==> src/rtl/spi_port_pkg.sv <==
// Package spi_port_pkg
// Shared types and the mode decoder for the SPI port.
// Assumes a 4-bit mode field. Codes 00xx are master, 0100 and 0101 are slave,
// and every other code is treated as idle.
package spi_port_pkg;

    typedef enum logic [1:0] {
        ROLE_OFF    = 2'd0,
        ROLE_MASTER = 2'd1,
        ROLE_SLAVE  = 2'd2
    } role_e;

    localparam logic [3:0] MODE_SLV_SEL  = 4'b0100;
    localparam logic [3:0] MODE_SLV_FREE = 4'b0101;

    // Maps the enable bit and the mode field to the operating role.
    function automatic role_e decode_role(input logic en, input logic [3:0] md);
        if (!en)                                       return ROLE_OFF;
        if (md[3:2] == 2'b00)                          return ROLE_MASTER;
        if (md == MODE_SLV_SEL || md == MODE_SLV_FREE) return ROLE_SLAVE;
        return ROLE_OFF;
    endfunction

endpackage

==> src/rtl/spi_sck_gen.sv <==
// Module spi_sck_gen
// Master serial-clock generator. While run is high it counts half-periods and
// toggles a phase bit. Each toggle comes with a one-cycle lead or trail pulse
// that is valid in the cycle before the SCK output changes.
// Assumes DIV_A, DIV_B and DIV_C are even and at least 2. sel = 3 selects the
// external tick, which advances one half-period per pulse.
module spi_sck_gen #(
    parameter int DIV_A = 4,
    parameter int DIV_B = 16,
    parameter int DIV_C = 64
) (
    input  logic       clk,
    input  logic       rst_n,
    input  logic       run,
    input  logic       cpol,
    input  logic [1:0] sel,
    input  logic       tmr_tick,
    output logic       sck,
    output logic       lead,
    output logic       trail
);
    localparam int HALF_A   = DIV_A / 2;
    localparam int HALF_B   = DIV_B / 2;
    localparam int HALF_C   = DIV_C / 2;
    localparam int HALF_AB  = (HALF_A > HALF_B) ? HALF_A : HALF_B;
    localparam int HALF_MAX = (HALF_AB > HALF_C) ? HALF_AB : HALF_C;
    localparam int CNT_W    = $clog2(HALF_MAX + 1);

    logic [CNT_W-1:0] cnt;
    logic [CNT_W-1:0] half_lim;
    logic             step;
    logic             phase;
    logic             at_edge;

    // Choose the half-period length and the count enable for the selected source.
    always_comb begin
        step = 1'b1;
        case (sel)
            2'd0:    half_lim = CNT_W'(HALF_A);
            2'd1:    half_lim = CNT_W'(HALF_B);
            2'd2:    half_lim = CNT_W'(HALF_C);
            default: begin
                half_lim = CNT_W'(1);
                step     = tmr_tick;
            end
        endcase
    end

    assign at_edge = run && step && (cnt == half_lim - 1'b1);
    assign lead    = at_edge && !phase;
    assign trail   = at_edge && phase;
    assign sck     = cpol ^ phase;

    // Half-period counter and phase toggle; both rest at zero when not running.
    always_ff @(posedge clk) begin
        if (!rst_n) begin
            cnt   <= '0;
            phase <= 1'b0;
        end else if (!run) begin
            cnt   <= '0;
            phase <= 1'b0;
        end else if (step) begin
            if (cnt == half_lim - 1'b1) begin
                cnt   <= '0;
                phase <= ~phase;
            end else begin
                cnt <= cnt + 1'b1;
            end
        end
    end

endmodule

==> src/rtl/spi_slave_front.sv <==
// Module spi_slave_front
// Slave input front end. It synchronizes SCK, data-in and select to clk and
// turns SCK transitions into lead and trail pulses relative to the idle level.
// Assumes the external SCK half-period is several clk cycles longer than
// SYNC_STAGES, and that SYNC_STAGES is at least 2.
module spi_slave_front #(
    parameter int SYNC_STAGES = 2
) (
    input  logic clk,
    input  logic rst_n,
    input  logic on,
    input  logic cpol,
    input  logic ss_use,
    input  logic sck_i,
    input  logic sdi,
    input  logic ss_n_i,
    output logic selected,
    output logic sdi_s,
    output logic lead,
    output logic trail
);
    localparam int TOP = SYNC_STAGES - 1;

    logic [TOP:0] sck_q;
    logic [TOP:0] sdi_q;
    logic [TOP:0] ss_q;
    logic         sck_prev;
    logic         sck_s;
    logic         toggled;

    // Synchronizer chains, plus one extra stage of SCK history for edge detection.
    always_ff @(posedge clk) begin
        if (!rst_n) begin
            sck_q    <= '0;
            sdi_q    <= '0;
            ss_q     <= '1;
            sck_prev <= 1'b0;
        end else begin
            sck_q    <= {sck_q[TOP-1:0], sck_i};
            sdi_q    <= {sdi_q[TOP-1:0], sdi};
            ss_q     <= {ss_q[TOP-1:0], ss_n_i};
            sck_prev <= sck_q[TOP];
        end
    end

    assign sck_s    = sck_q[TOP];
    assign sdi_s    = sdi_q[TOP];
    assign selected = !ss_use || !ss_q[TOP];
    assign toggled  = sck_s ^ sck_prev;
    assign lead     = on && selected && toggled && (sck_prev == cpol);
    assign trail    = on && selected && toggled && (sck_s == cpol);

endmodule

==> src/rtl/spi_shifter.sv <==
// Module spi_shifter
// Shared shift engine. A lead pulse drives the next MSB onto sdo. A trail
// pulse shifts sdi in at the LSB and counts the bit. fin flags the last bit,
// and rx_next is the complete byte in that cycle.
// Assumes load arrives only while no byte is active, and that lead and trail
// pulses alternate.
module spi_shifter #(
    parameter int W = 8
) (
    input  logic         clk,
    input  logic         rst_n,
    input  logic         clear,
    input  logic         load,
    input  logic [W-1:0] load_val,
    input  logic         lead,
    input  logic         trail,
    input  logic         sdi,
    output logic         sdo,
    output logic         active,
    output logic         fin,
    output logic [W-1:0] rx_next
);
    localparam int CW = $clog2(W);

    logic [W-1:0]  sh;
    logic [CW-1:0] cnt;

    assign fin     = trail && (cnt == CW'(W - 1));
    assign rx_next = {sh[W-2:0], sdi};

    // Shift register, bit counter, data-out latch and activity flag.
    always_ff @(posedge clk) begin
        if (!rst_n) begin
            sh     <= '0;
            cnt    <= '0;
            sdo    <= 1'b0;
            active <= 1'b0;
        end else if (clear) begin
            cnt    <= '0;
            active <= 1'b0;
        end else begin
            if (load) begin
                sh <= load_val;
            end
            if (lead) begin
                sdo    <= load ? load_val[W-1] : sh[W-1];
                active <= 1'b1;
            end
            if (trail) begin
                sh  <= rx_next;
                cnt <= fin ? '0 : cnt + 1'b1;
                if (fin) begin
                    active <= 1'b0;
                end
            end
        end
    end

endmodule

==> src/rtl/spi_port.sv <==
// Module spi_port
// Top level of the configurable SPI port. It decodes the role, routes edge
// pulses from either the master clock generator or the slave front end into
// one shifter, and owns the receive buffer and the sticky flags.
// Assumes mode, cpol and port_en change only while no byte is in progress.
module spi_port #(
    parameter int DATA_W      = 8,
    parameter int DIV_A       = 4,
    parameter int DIV_B       = 16,
    parameter int DIV_C       = 64,
    parameter int SYNC_STAGES = 2
) (
    input  logic              clk,
    input  logic              rst_n,
    input  logic              port_en,
    input  logic              cpol,
    input  logic [3:0]        mode,
    input  logic              tmr_tick,
    input  logic              buf_wr,
    input  logic [DATA_W-1:0] buf_wdata,
    input  logic              buf_rd,
    output logic [DATA_W-1:0] buf_rdata,
    input  logic              clr_wcol,
    input  logic              clr_ovf,
    output logic              busy,
    output logic              buf_full,
    output logic              wcol,
    output logic              ovf,
    input  logic              sck_i,
    output logic              sck_o,
    output logic              sck_oe,
    input  logic              sdi,
    output logic              sdo,
    output logic              sdo_oe,
    input  logic              ss_n_i
);
    import spi_port_pkg::*;

    role_e             role;
    logic              is_m;
    logic              is_s;
    logic              m_run;
    logic              gen_sck, gen_lead, gen_trail;
    logic              fe_sel, fe_sdi, fe_lead, fe_trail;
    logic              lead, trail, sdi_mux;
    logic              sh_active, sh_fin, sh_clear;
    logic              wr_ok, wr_hit;
    logic [DATA_W-1:0] rx_next;
    logic [DATA_W-1:0] rx_buf;

    assign role = decode_role(port_en, mode);
    assign is_m = (role == ROLE_MASTER);
    assign is_s = (role == ROLE_SLAVE);

    spi_sck_gen #(
        .DIV_A(DIV_A),
        .DIV_B(DIV_B),
        .DIV_C(DIV_C)
    ) sck_gen_i (
        .clk      (clk),
        .rst_n    (rst_n),
        .run      (m_run),
        .cpol     (cpol),
        .sel      (mode[1:0]),
        .tmr_tick (tmr_tick),
        .sck      (gen_sck),
        .lead     (gen_lead),
        .trail    (gen_trail)
    );

    spi_slave_front #(
        .SYNC_STAGES(SYNC_STAGES)
    ) front_i (
        .clk      (clk),
        .rst_n    (rst_n),
        .on       (is_s),
        .cpol     (cpol),
        .ss_use   (mode == MODE_SLV_SEL),
        .sck_i    (sck_i),
        .sdi      (sdi),
        .ss_n_i   (ss_n_i),
        .selected (fe_sel),
        .sdi_s    (fe_sdi),
        .lead     (fe_lead),
        .trail    (fe_trail)
    );

    assign lead     = is_m ? gen_lead  : fe_lead;
    assign trail    = is_m ? gen_trail : fe_trail;
    assign sdi_mux  = is_m ? sdi       : fe_sdi;
    assign sh_clear = (role == ROLE_OFF) || (is_s && !fe_sel);

    assign busy   = is_m ? m_run : (is_s ? sh_active : 1'b0);
    assign wr_ok  = (is_m || is_s) && buf_wr && !busy;
    assign wr_hit = (is_m || is_s) && buf_wr && busy;

    spi_shifter #(
        .W(DATA_W)
    ) shifter_i (
        .clk      (clk),
        .rst_n    (rst_n),
        .clear    (sh_clear),
        .load     (wr_ok),
        .load_val (buf_wdata),
        .lead     (lead),
        .trail    (trail),
        .sdi      (sdi_mux),
        .sdo      (sdo),
        .active   (sh_active),
        .fin      (sh_fin),
        .rx_next  (rx_next)
    );

    // Master run flag: set by an accepted write, dropped when the last bit is sampled.
    always_ff @(posedge clk) begin
        if (!rst_n) begin
            m_run <= 1'b0;
        end else if (!is_m || sh_fin) begin
            m_run <= 1'b0;
        end else if (wr_ok) begin
            m_run <= 1'b1;
        end
    end

    // Receive buffer and full flag; a slave keeps the unread byte when one is pending.
    always_ff @(posedge clk) begin
        if (!rst_n) begin
            rx_buf   <= '0;
            buf_full <= 1'b0;
        end else if (sh_fin && (is_m || !buf_full || buf_rd)) begin
            rx_buf   <= rx_next;
            buf_full <= 1'b1;
        end else if (buf_rd) begin
            buf_full <= 1'b0;
        end
    end

    // Sticky overflow flag, set only by a slave completion that finds the buffer full.
    always_ff @(posedge clk) begin
        if (!rst_n) begin
            ovf <= 1'b0;
        end else if (sh_fin && is_s && buf_full && !buf_rd) begin
            ovf <= 1'b1;
        end else if (clr_ovf) begin
            ovf <= 1'b0;
        end
    end

    // Sticky write-collision flag, set by a write that arrives mid-byte.
    always_ff @(posedge clk) begin
        if (!rst_n) begin
            wcol <= 1'b0;
        end else if (wr_hit) begin
            wcol <= 1'b1;
        end else if (clr_wcol) begin
            wcol <= 1'b0;
        end
    end

    assign buf_rdata = rx_buf;
    assign sck_o     = is_m ? gen_sck : cpol;
    assign sck_oe    = is_m;
    assign sdo_oe    = is_m || (is_s && fe_sel);

endmodule

==> config.mk <==
export PLATFORM = sky130hd
export DESIGN_NAME = spi_port
export DESIGN_NICKNAME = d
export VERILOG_FILES = /design/src/rtl/spi_port_pkg.sv /design/src/rtl/spi_sck_gen.sv /design/src/rtl/spi_slave_front.sv /design/src/rtl/spi_shifter.sv /design/src/rtl/spi_port.sv
export SDC_FILE = /design/constraint.sdc
export NUM_CORES = 1
export LEC_CHECK = 0
export CORE_ASPECT_RATIO = 0.5
export CORE_MARGIN = 2
export CORE_UTILIZATION = 40
export CTS_CLUSTER_DIAMETER = 100
export DETAILED_ROUTE_END_ITERATION = 7
export DONT_BUFFER_PORTS = 1
export PLACE_DENSITY = 0.53
export SYNTH_ARGS = -nofsm -noshare
export SYNTH_HDL_FRONTEND = slang
export SYNTH_SLANG_ARGS = --single-unit
==> constraint.sdc <==
create_clock -name clk -period 2.25 [get_ports clk]
set_input_delay 0.225 -clock clk [delete_from_list [all_inputs] [get_ports clk]]
set_output_delay 0.225 -clock clk [all_outputs]
set_load 0.01 [all_outputs]
## Yosys cells after proc, flatten, opt, wreduce, memory -nomap -nowiden

Index checks and enable logic that the tools add are counted.

- Reduce and logical (&&, ||, !) cells: 47
- Mux-type cells: 33
- Add/sub/neg operators: 3
- Equality and inequality tests: 10
- Bitwise gates (word level): 5

Operators by type and width:

| kind | count |
|---|---|
| $mux W1 | 22 |
| $pmux W6 S3 | 1 |
| $logic_and A1 B1 Y1 | 17 |
| $mux W8 | 2 |
| $mux W2 | 6 |
| $eq A4 B3 Y1 const B | 2 |
| $logic_not A1 Y1 | 8 |
| $logic_or A1 B1 Y1 | 8 |
| $reduce_and A2 Y1 | 4 |
| $reduce_bool A2 Y1 | 4 |
| $add A6 B1 Y6 const B | 1 |
| $eq A6 B6 Y1 | 1 |
| $logic_not A2 Y1 | 3 |
| $mux W6 | 1 |
| $sub A6 B1 Y6 const B | 1 |
| $eq A2 B1 Y1 const B | 2 |
| $eq A2 B2 Y1 const B | 2 |
| $reduce_or A2 Y1 | 2 |
| $add A3 B1 Y3 const B | 1 |
| $eq A3 B3 Y1 const B | 1 |
| $mux W3 | 1 |
| $not A1 Y1 | 3 |
| $reduce_or A3 Y1 | 1 |
| $eq A1 B1 Y1 | 2 |
| $xor A1 B1 Y1 | 2 |

- Input port bits: 24
- Output and inout port bits: 16
- Logic and storage cells: 113
- Register bits: 39

## Depth between registers and ports, before layout

Gate-level depths: netlist (run 1).

- Depth after elaboration: 18
- Gate-level depth with buffers: 9
- Mapped depth without buffers: 8

## By module

Synthesis (run 1) repeated with hierarchy kept, for this count alone.

- Cells, all modules: 208
- Area total of the unflattened synthesis: 2024.4 um^2

Modules (own cells, without submodules):

| module | area each (um^2) | cells each | sequential area each (um^2) | times used |
|---|---|---|---|---|
| spi_shifter | 719.4 | 69 | 260.2 | 1 |
| spi_port | 620.6 | 66 | 240.2 | 1 |
| spi_sck_gen | 442.9 | 51 | 140.1 | 1 |
| spi_slave_front | 241.5 | 22 | 140.1 | 1 |

## Worst setup path before layout (run 1)

Ideal clock, no wire load.

- Path kind: in2reg
- From: input port mode[0]
- To: register rx_buf[6] (netlist: buf_rdata[6])
- Cell stages on the path: 8
- Slack: 0.364 ns
- Arrival: 1.767 ns
- Library setup time: 0.119 ns
- Data required time: 2.131 ns
- Buffers on the path: 1
- Cells stage by stage: ha_1 > nand2b_1 > a2111oi_1 > a31o_2 > nand3_2 > buf_2 > nand3_1 > o21ai_1

- Longest elaborated chain between the ends: 15
- Elaborated cells on any way between the ends: 33
- Those cells by class: add/sub (1); eq/ne (7); mux (10); reduce/logical (15)

RTL lines:

| what | RTL line | RTL |
|---|---|---|
| start, declared | spi_port.sv:17 | `input logic [3:0] mode,` |
| branches (longest 14 deep; another with $sub A6 B1 Y6) | -- |  |
| $logic_and A1 B1 Y1 (*) | spi_port.sv:130 | `end else if (sh_fin && (is_m \|\| !buf_full \|\| buf_rd)) begin` |
| end signal, assigned | spi_port.sv:131 | `rx_buf <= rx_next;` |
| end, declared | spi_port.sv:49 | `logic [DATA_W-1:0] rx_buf;` |

Every way passes the cells marked *. The select of a mux whose other input is x is not followed.
A chain may end at the register's enable or synchronous reset.

## Final worst setup path (run 1)

- From: register m_run
- To: register shifter_i.sh[3]

- Longest elaborated chain between the ends: 6
- Elaborated cells on any way between the ends: 10
- Those cells by class: mux (3); reduce/logical (7)

RTL lines:

| what | RTL line | RTL |
|---|---|---|
| start, declared | spi_port.sv:42 | `logic m_run;` |
| start signal, assigned | spi_port.sv:117 | `m_run <= 1'b0;` |
| start signal, assigned | spi_port.sv:119 | `m_run <= 1'b0;` |
| start signal, assigned | spi_port.sv:121 | `m_run <= 1'b1;` |
| $logic_and A1 B1 Y1 (2 in a row) | spi_sck_gen.sv:49 | `assign at_edge = run && step && (cnt == half_lim - 1'b1);` |
| $logic_and A1 B1 Y1 | spi_sck_gen.sv:51 | `assign trail = at_edge && phase;` |
| $mux W1 | spi_port.sv:89 | `assign trail = is_m ? gen_trail : fe_trail;` |
| $reduce_bool A2 Y1 (no source line) | -- |  |
| $reduce_and A2 Y1 (no source line) | -- |  |
| end signal, assigned | spi_shifter.sv:43 | `sh <= load_val;` |
| end signal, assigned | spi_shifter.sv:50 | `sh <= rx_next;` |
| end, declared | spi_shifter.sv:25 | `logic [W-1:0] sh;` |

Several ways; a longest one is shown, not always the timed one.

==> flow_metrics.env, run 1 <==
export IMPL_finalMaxSlewViolations=0
export IMPL_start_util_pct=42.0
export IMPL_rrSetupSlack_ps=160
export IMPL_grt_pass1_vias=1458
export IMPL_netlist_area_leader_share_pct=42.0
export IMPL_cts_max_level=2
export IMPL_gr_usage_all_layers_pct=16.3
export IMPL_p_per_area_nw_per_um2=665
export IMPL_mappedNetlistArea_um2=1860
export IMPL_drcViolationCount=0
export IMPL_worstPathArrival_ps=2310
export IMPL_clock_sinks=39
export IMPL_fin_nets=248
export IMPL_antenna_found_initial=0
export IMPL_synthCells=212
export IMPL_insertion_delay_ps=290
export IMPL_finalHoldViolations=0
export IMPL_dieArea_um2=5240
export IMPL_fin_crit_sh_pct=92.9
export IMPL_synth_most_common_cell="dfxtp_1"
export IMPL_finalPower_mw=1.36
export IMPL_reg2reg_to="shifter_i.sh[3]"
export IMPL_synth_commonest_cells="dfxtp_1 (39), nand2_1 (38), nand3_1 (15)"
export IMPL_grt_max_degree=39
export IMPL_antenna_cells=0
export IMPL_drt_iter0_markers=47
export IMPL_area_delta_synth_final_pct=9.83
export IMPL_holdCritPathClass="input pin to flop"
export IMPL_numCtsBuffers=5
export IMPL_rows=17
export IMPL_ys_top_cells_by_area="dfxtp_1 (42%), nand2_1 (7.7%), ha_1 (5.4%)"
export IMPL_fin_crit_ps=2090
export IMPL_core_um2=4420
export IMPL_dr_pass1_iters=4
export IMPL_io_pins=40
export IMPL_worstSetupStartpoint="m_run"
export IMPL_r2r_cells=6
export IMPL_ys_warn_count=0
export IMPL_design_area_um2=2040
export IMPL_outcome="finished, final reports clean"
export IMPL_holdWs_ps=36.1
export IMPL_crit_required_ps=2470
export IMPL_avgSynthCellArea_um2=8.77
export IMPL_placed_cell_area_um2=1920
export IMPL_cts_root_buffer="clkbuf_8"
export IMPL_synthArstFlopShare_pct=0
export IMPL_synth_nets=244
export IMPL_fill_cells=449
export IMPL_r2r_start="m_run"
export IMPL_cts_tree="built"
export IMPL_worstSetupPathType="flop to flop"
export IMPL_grt_ovfl_total=0
export IMPL_crit_path_start_kind="flop"
export IMPL_post_cts_buffers=0
export IMPL_gp_congestion=0.724
export IMPL_ys_seq_elements=39
export IMPL_avgRoutedWirePerCell_um=14.3
export IMPL_cp_max_fo=16
export IMPL_cts_resized=0
export IMPL_tightest_slew_ps=435
export IMPL_grt_pass1_wl_um=6600
export IMPL_p_leak_nw=0.752
export IMPL_setup_viol=0
export IMPL_die_x_um=100
export IMPL_skew_ps=7.76
export IMPL_dpl_hpwl_um=2900
export IMPL_cts_clk_slew_worst_paths_ps=80
export IMPL_fmax_mhz=479
export IMPL_critPathCaptureType="flop"
export IMPL_synth_distinct_cells=46
export IMPL_ir_worst_vdd_v=0.000299
export IMPL_min_delay_start="ss_n_i"
export IMPL_ctsHoldBuffers=1
export IMPL_antenna_left=0
export IMPL_viasPerCell=5.23
export IMPL_max_slew_margin_pct=70.8
export IMPL_hold_path_end="front_i.ss_q[0]"
export IMPL_ys_flop_type="dfxtp_1"
export IMPL_synth_top_cell_by_area="dfxtp_1"
export IMPL_io_buffers=0
export IMPL_clockBufferDepth=2
export IMPL_drv_cap=0
export IMPL_hold_depth=1
export IMPL_wirelength_um=3910
export IMPL_die_h_um=52.2
export IMPL_synth_edf_count=0
export IMPL_tns_ps=0
export IMPL_vias=1434
export IMPL_grt_setup_unrepaired="no"
export IMPL_drive_gt1_share_pct=10.1
export IMPL_seq_area_frac_synth_pct=42.0
[final cells by class]
class	count	area, um2	share of cell area (%)
multi-input cells	158	1010	49.3
inverters	6	22.5	1.10
well taps	57	71.3	3.49
clock buffers	5	68.8	3.37
repair buffers	6	47.5	2.33
clock inverters	3	43.8	2.14
flip-flops and latches	39	781	38.2
[where the power goes]
part           switching (mW)  internal, mW  leakage (nW)  total [mW]
registers             0.00444         0.698         0.316       0.702
logic                  0.0348        0.0280         0.378      0.0628
clock network           0.263         0.330        0.0581       0.593
[kinds of logic after synthesis]
group	after synthesis	share of synthesized area, %
and+or+nand+nor	95	25.9
AOI/OAI and AO/OA	43	17.0
DFF	39	42.0
buffers and inverters	15	3.84
xor gates and xnor gates	9	4.24
adders and majority gates	8	5.38
muxes	3	1.68
[worst max path at each step]
stage	end	slack, ps	cells after the start
final	shifter_i.sh[3]	160	6
after global placement	buf_rdata[1]	160	8
after floorplan	buf_rdata[6]	360	8
after CTS	shifter_i.sh[3]	190	6
after global routing	shifter_i.sh[3]	0.4	6
after detailed placement	shifter_i.sh[2]	150	8
[stage by stage]
step,std cells,util (%),setup slack [ps]
2_1_floorplan,212,-,364
3_3_place_gp,265,43.4,157
3_5_place_dp,265,43.4,149
4_1_cts,274,46.2,191
5_1_grt,274,46.2,0.395
6_report,274,46.2,160
[layout by cell type, fill, tap and decap left out, types with 2 or more instances in the layout]
master	instances
o31ai_1	2
dfxtp_1	39
nor2_1	9
clkbuf_8	5
nor2b_1	3
nand3b_1	6
o21ai_0	8
nand3_1	15
buf_4	5
nand2b_1	6
a31oi_1	6
mux2i_1	2
nand2_1	38
or3_1	2
a31oi_2	2
and2_1	7
ha_1	8
a21oi_1	4
xor2_1	4
o21ai_1	8
inv_1	6
xnor2_1	5
nor3_1	2
[registers in the layout, indices dropped and copies added (netlist names), 2 cells and up]
name	flops
buf_rdata	8
front_i.sck_q	2
front_i.sdi_q	2
front_i.ss_q	2
sck_gen_i.cnt	6
shifter_i.cnt	3
shifter_i.sh	8
[worst max-delay path, stage by stage (launching register included)]
cell      delay [ps]
dfxtp_1          420
or4bb_1          480
a21oi_1          230
a31oi_2          190
a21boi_4         390
o21ai_0          140
a31oi_1          150
[routing by layer]
metal	GRT usage, %	up-vias	wire length (um)
met5	0	-	0
met4	5.48	0	31
met3	5.33	5	220
met2	25.8	25	1690
met1	21.2	659	1970
li1	-	745	-
Power figures use the tool's default switching activity.
==> inputs of run 2 (changes only) <==
- PLACE_DENSITY: 0.53 -> default
- clock period: 2.25 -> 2.15 ns (I/O delays scaled with it)
==> run 2 against run 1 <==
  * Design area increased by 3.4%
  * Count of clock-buffer cells in the layout did not move
  * Critical path type unchanged
  * Flip-flop and latch count is the same
  * Largest power group is now clock
  * Largest cell class unchanged
  * Highest routed layer unchanged
  * Sequential power increased by 4.7%
==> flow_metrics.env, run 2 (synthesized netlist as in run 1, its figures left out) <==
export IMPL_outcome="finished, final reports clean"
export IMPL_use_met3_pct=6.27
export IMPL_power_switching_uw=322
export IMPL_drt_iter0_markers=36
export IMPL_ir_worst_vdd_v=0.000269
export IMPL_area_delta_synth_final_pct=13.6
export IMPL_final_cells=277
export IMPL_dr_pass1_iters=4
export IMPL_most_common_layout_cells="dfxtp_1 (39), nand2_1 (38), nand3_1 (15)"
export IMPL_dpl_hpwl_um=2900
export IMPL_wirelength_um=3950
export IMPL_die_x_um=100
export IMPL_dieArea_um2=5240
export IMPL_critPathCaptureType="flop"
export IMPL_fin_crit_sh_pct=92.9
export IMPL_cts_max_level=2
export IMPL_fin_crit_ps=2000
export IMPL_switching_share_pct=20.7
export IMPL_numCtsBuffers=5
export IMPL_clock_sinks=39
export IMPL_antenna_found_initial=0
export IMPL_p_leak_nw=0.781
export IMPL_post_place_ws_ps=-41.9
export IMPL_gp_congestion=0.809
export IMPL_worstSetupPathType="flop to flop"
export IMPL_grt_setup_unrepaired="no"
export IMPL_drcViolationCount=0
export IMPL_power_frac_seq_pct=47.2
export IMPL_dp_cells=265
export IMPL_reg2reg_to="shifter_i.cnt[0]"
export IMPL_fmax_mhz=501
export IMPL_holdCritPathClass="input pin to flop"
export IMPL_multi_input_comb_area_um2=1010
export IMPL_drv_cap=0
export IMPL_tns_ps=0
export IMPL_intPower_mw=1.23
export IMPL_rrSetupSlack_ps=150
export IMPL_design_area_um2=2110
export IMPL_grt_pass1_wl_um=6290
export IMPL_core_um2=4420
export IMPL_fill_cells=451
export IMPL_clock_power_share_pct=48.3
export IMPL_worstPathArrival_ps=2220
export IMPL_grt_pass1_vias=1318
export IMPL_die_h_um=52.2
export IMPL_max_slew_margin_pct=70.6
export IMPL_gr_usage_met2_pct=25.5
export IMPL_worstPathCellList="or3b_4, a2111oi_4, a31oi_2, buf_4, or3_1, a21oi_1"
export IMPL_antenna_left=0
export IMPL_fin_util_pct=47.7
export IMPL_r2r_cells=6
export IMPL_p_per_area_nw_per_um2=737
export IMPL_max_stage_delay_ps=400
export IMPL_finalHoldViolations=0
export IMPL_cp_max_fo=11
export IMPL_skew_ps=8.79
export IMPL_start_util_pct=42.0
export IMPL_insertion_delay_ps=290
export IMPL_viasPerCell=5.16
export IMPL_cpMaxStageDelayCell="or3b_4"
export IMPL_vias=1430
export IMPL_placed_cell_area_um2=1920
export IMPL_holdWs_ps=29.4
export IMPL_tightest_slew_ps=441
export IMPL_fin_nets=251
export IMPL_seqCellArea_um2=781
export IMPL_grt_ovfl_total=0
export IMPL_r2r_start="front_i.sck_prev"
export IMPL_worstSetupStartpoint="front_i.sck_prev"
export IMPL_setup_ws_ps=152
export IMPL_cts_root_buffer="clkbuf_8"
export IMPL_io_buffers=0
export IMPL_crit_required_ps=2370
export IMPL_avgRoutedWirePerCell_um=14.3
export IMPL_drive_gt1_share_pct=11.4
export IMPL_finalMaxSlewViolations=0
export IMPL_endpoint="shifter_i.cnt[0]"
export IMPL_final_common_cell="dfxtp_1"
export IMPL_io_pins=40
export IMPL_rows=17
export IMPL_crit_path_start_kind="flop"
export IMPL_antenna_cells=0
export IMPL_grt_max_degree=40
export IMPL_finalPower_mw=1.56
export IMPL_grt_use_met1_pct=19.3
export IMPL_clockBufferDepth=2
export IMPL_cts_tree="built"
export IMPL_setup_viol=0
export IMPL_gr_usage_all_layers_pct=15.6
export IMPL_combinationalPowerShare_pct=4.5
export IMPL_cts_clk_slew_worst_paths_ps=80
export IMPL_grt_busiest_layer="met2"
run 2: cell types whose count changed in the layout (fill, tap and decap cells not counted):
cell           previous run  this run
bufinv_16                 1         2
a2111oi_1                 1         0
clkinv_2                  1         0
clkinv_4                  1         0
dlygate4sd3_1             1         2
a2111oi_2                 0         1
buf_12                    0         1
inv_8                     0         1
buf_4                     5         6
run 2: critical path, delay by kind of cell, from the launching register on:
family / cells / cell delay, ps
AND/OR/NAND/NOR: 2 / 700
buffers and inverters: 1 / 220
flip-flops: 1 / 370
AO/OA/AOI/OAI: 3 / 640
run 2: final cells by class:
class | count | share of cell area (%)
inverters | 6 | 1.07
repair buffers | 9 | 4.03
well taps | 57 | 3.38
multi-input cells | 158 | 47.9
flip-flops and latches | 39 | 37.0
clock buffers | 5 | 3.26
clock inverters | 3 | 3.38
run 2: worst min-delay path by stage:
stage,from,end,cells after the start
2_1_floorplan,ss_n_i,front_i.ss_q[0],1
3_3_place_gp,rst_n,front_i.ss_q[1],1
3_5_place_dp,rst_n,front_i.ss_q[1],1
4_1_cts,ss_n_i,front_i.ss_q[0],1
5_1_grt,sdi,front_i.sdi_q[0],1
6_report,ss_n_i,front_i.ss_q[0],1
run 2: per-layer routing:
metal,share of wire (%),routed length (um),up-vias
li1,-,-,751
met1,47,1860,653
met2,45,1800,20
met3,6.1,243,6
met4,1.4,54,0
met5,0,0,-
run 2: power groups by stage:
stage                     registers (mW)  logic (mW)  clock network [mW]
after detailed placement           0.752      0.0645                   0
after CTS                          0.735      0.0684               0.770
after global routing               0.736      0.0776               0.798
final                              0.735      0.0694               0.752
after floorplan                    0.750      0.0607                   0
after global placement             0.751      0.0638                   0
run 2: what timing repair did:
action / 4_1_cts / 5_1_grt
hold buffers: 2 / 0
hold endpoints to repair: 1 / 0
gates resized for setup: 0 / 1
setup endpoints to repair: 0 / 17
buffers inserted: 0 / 2
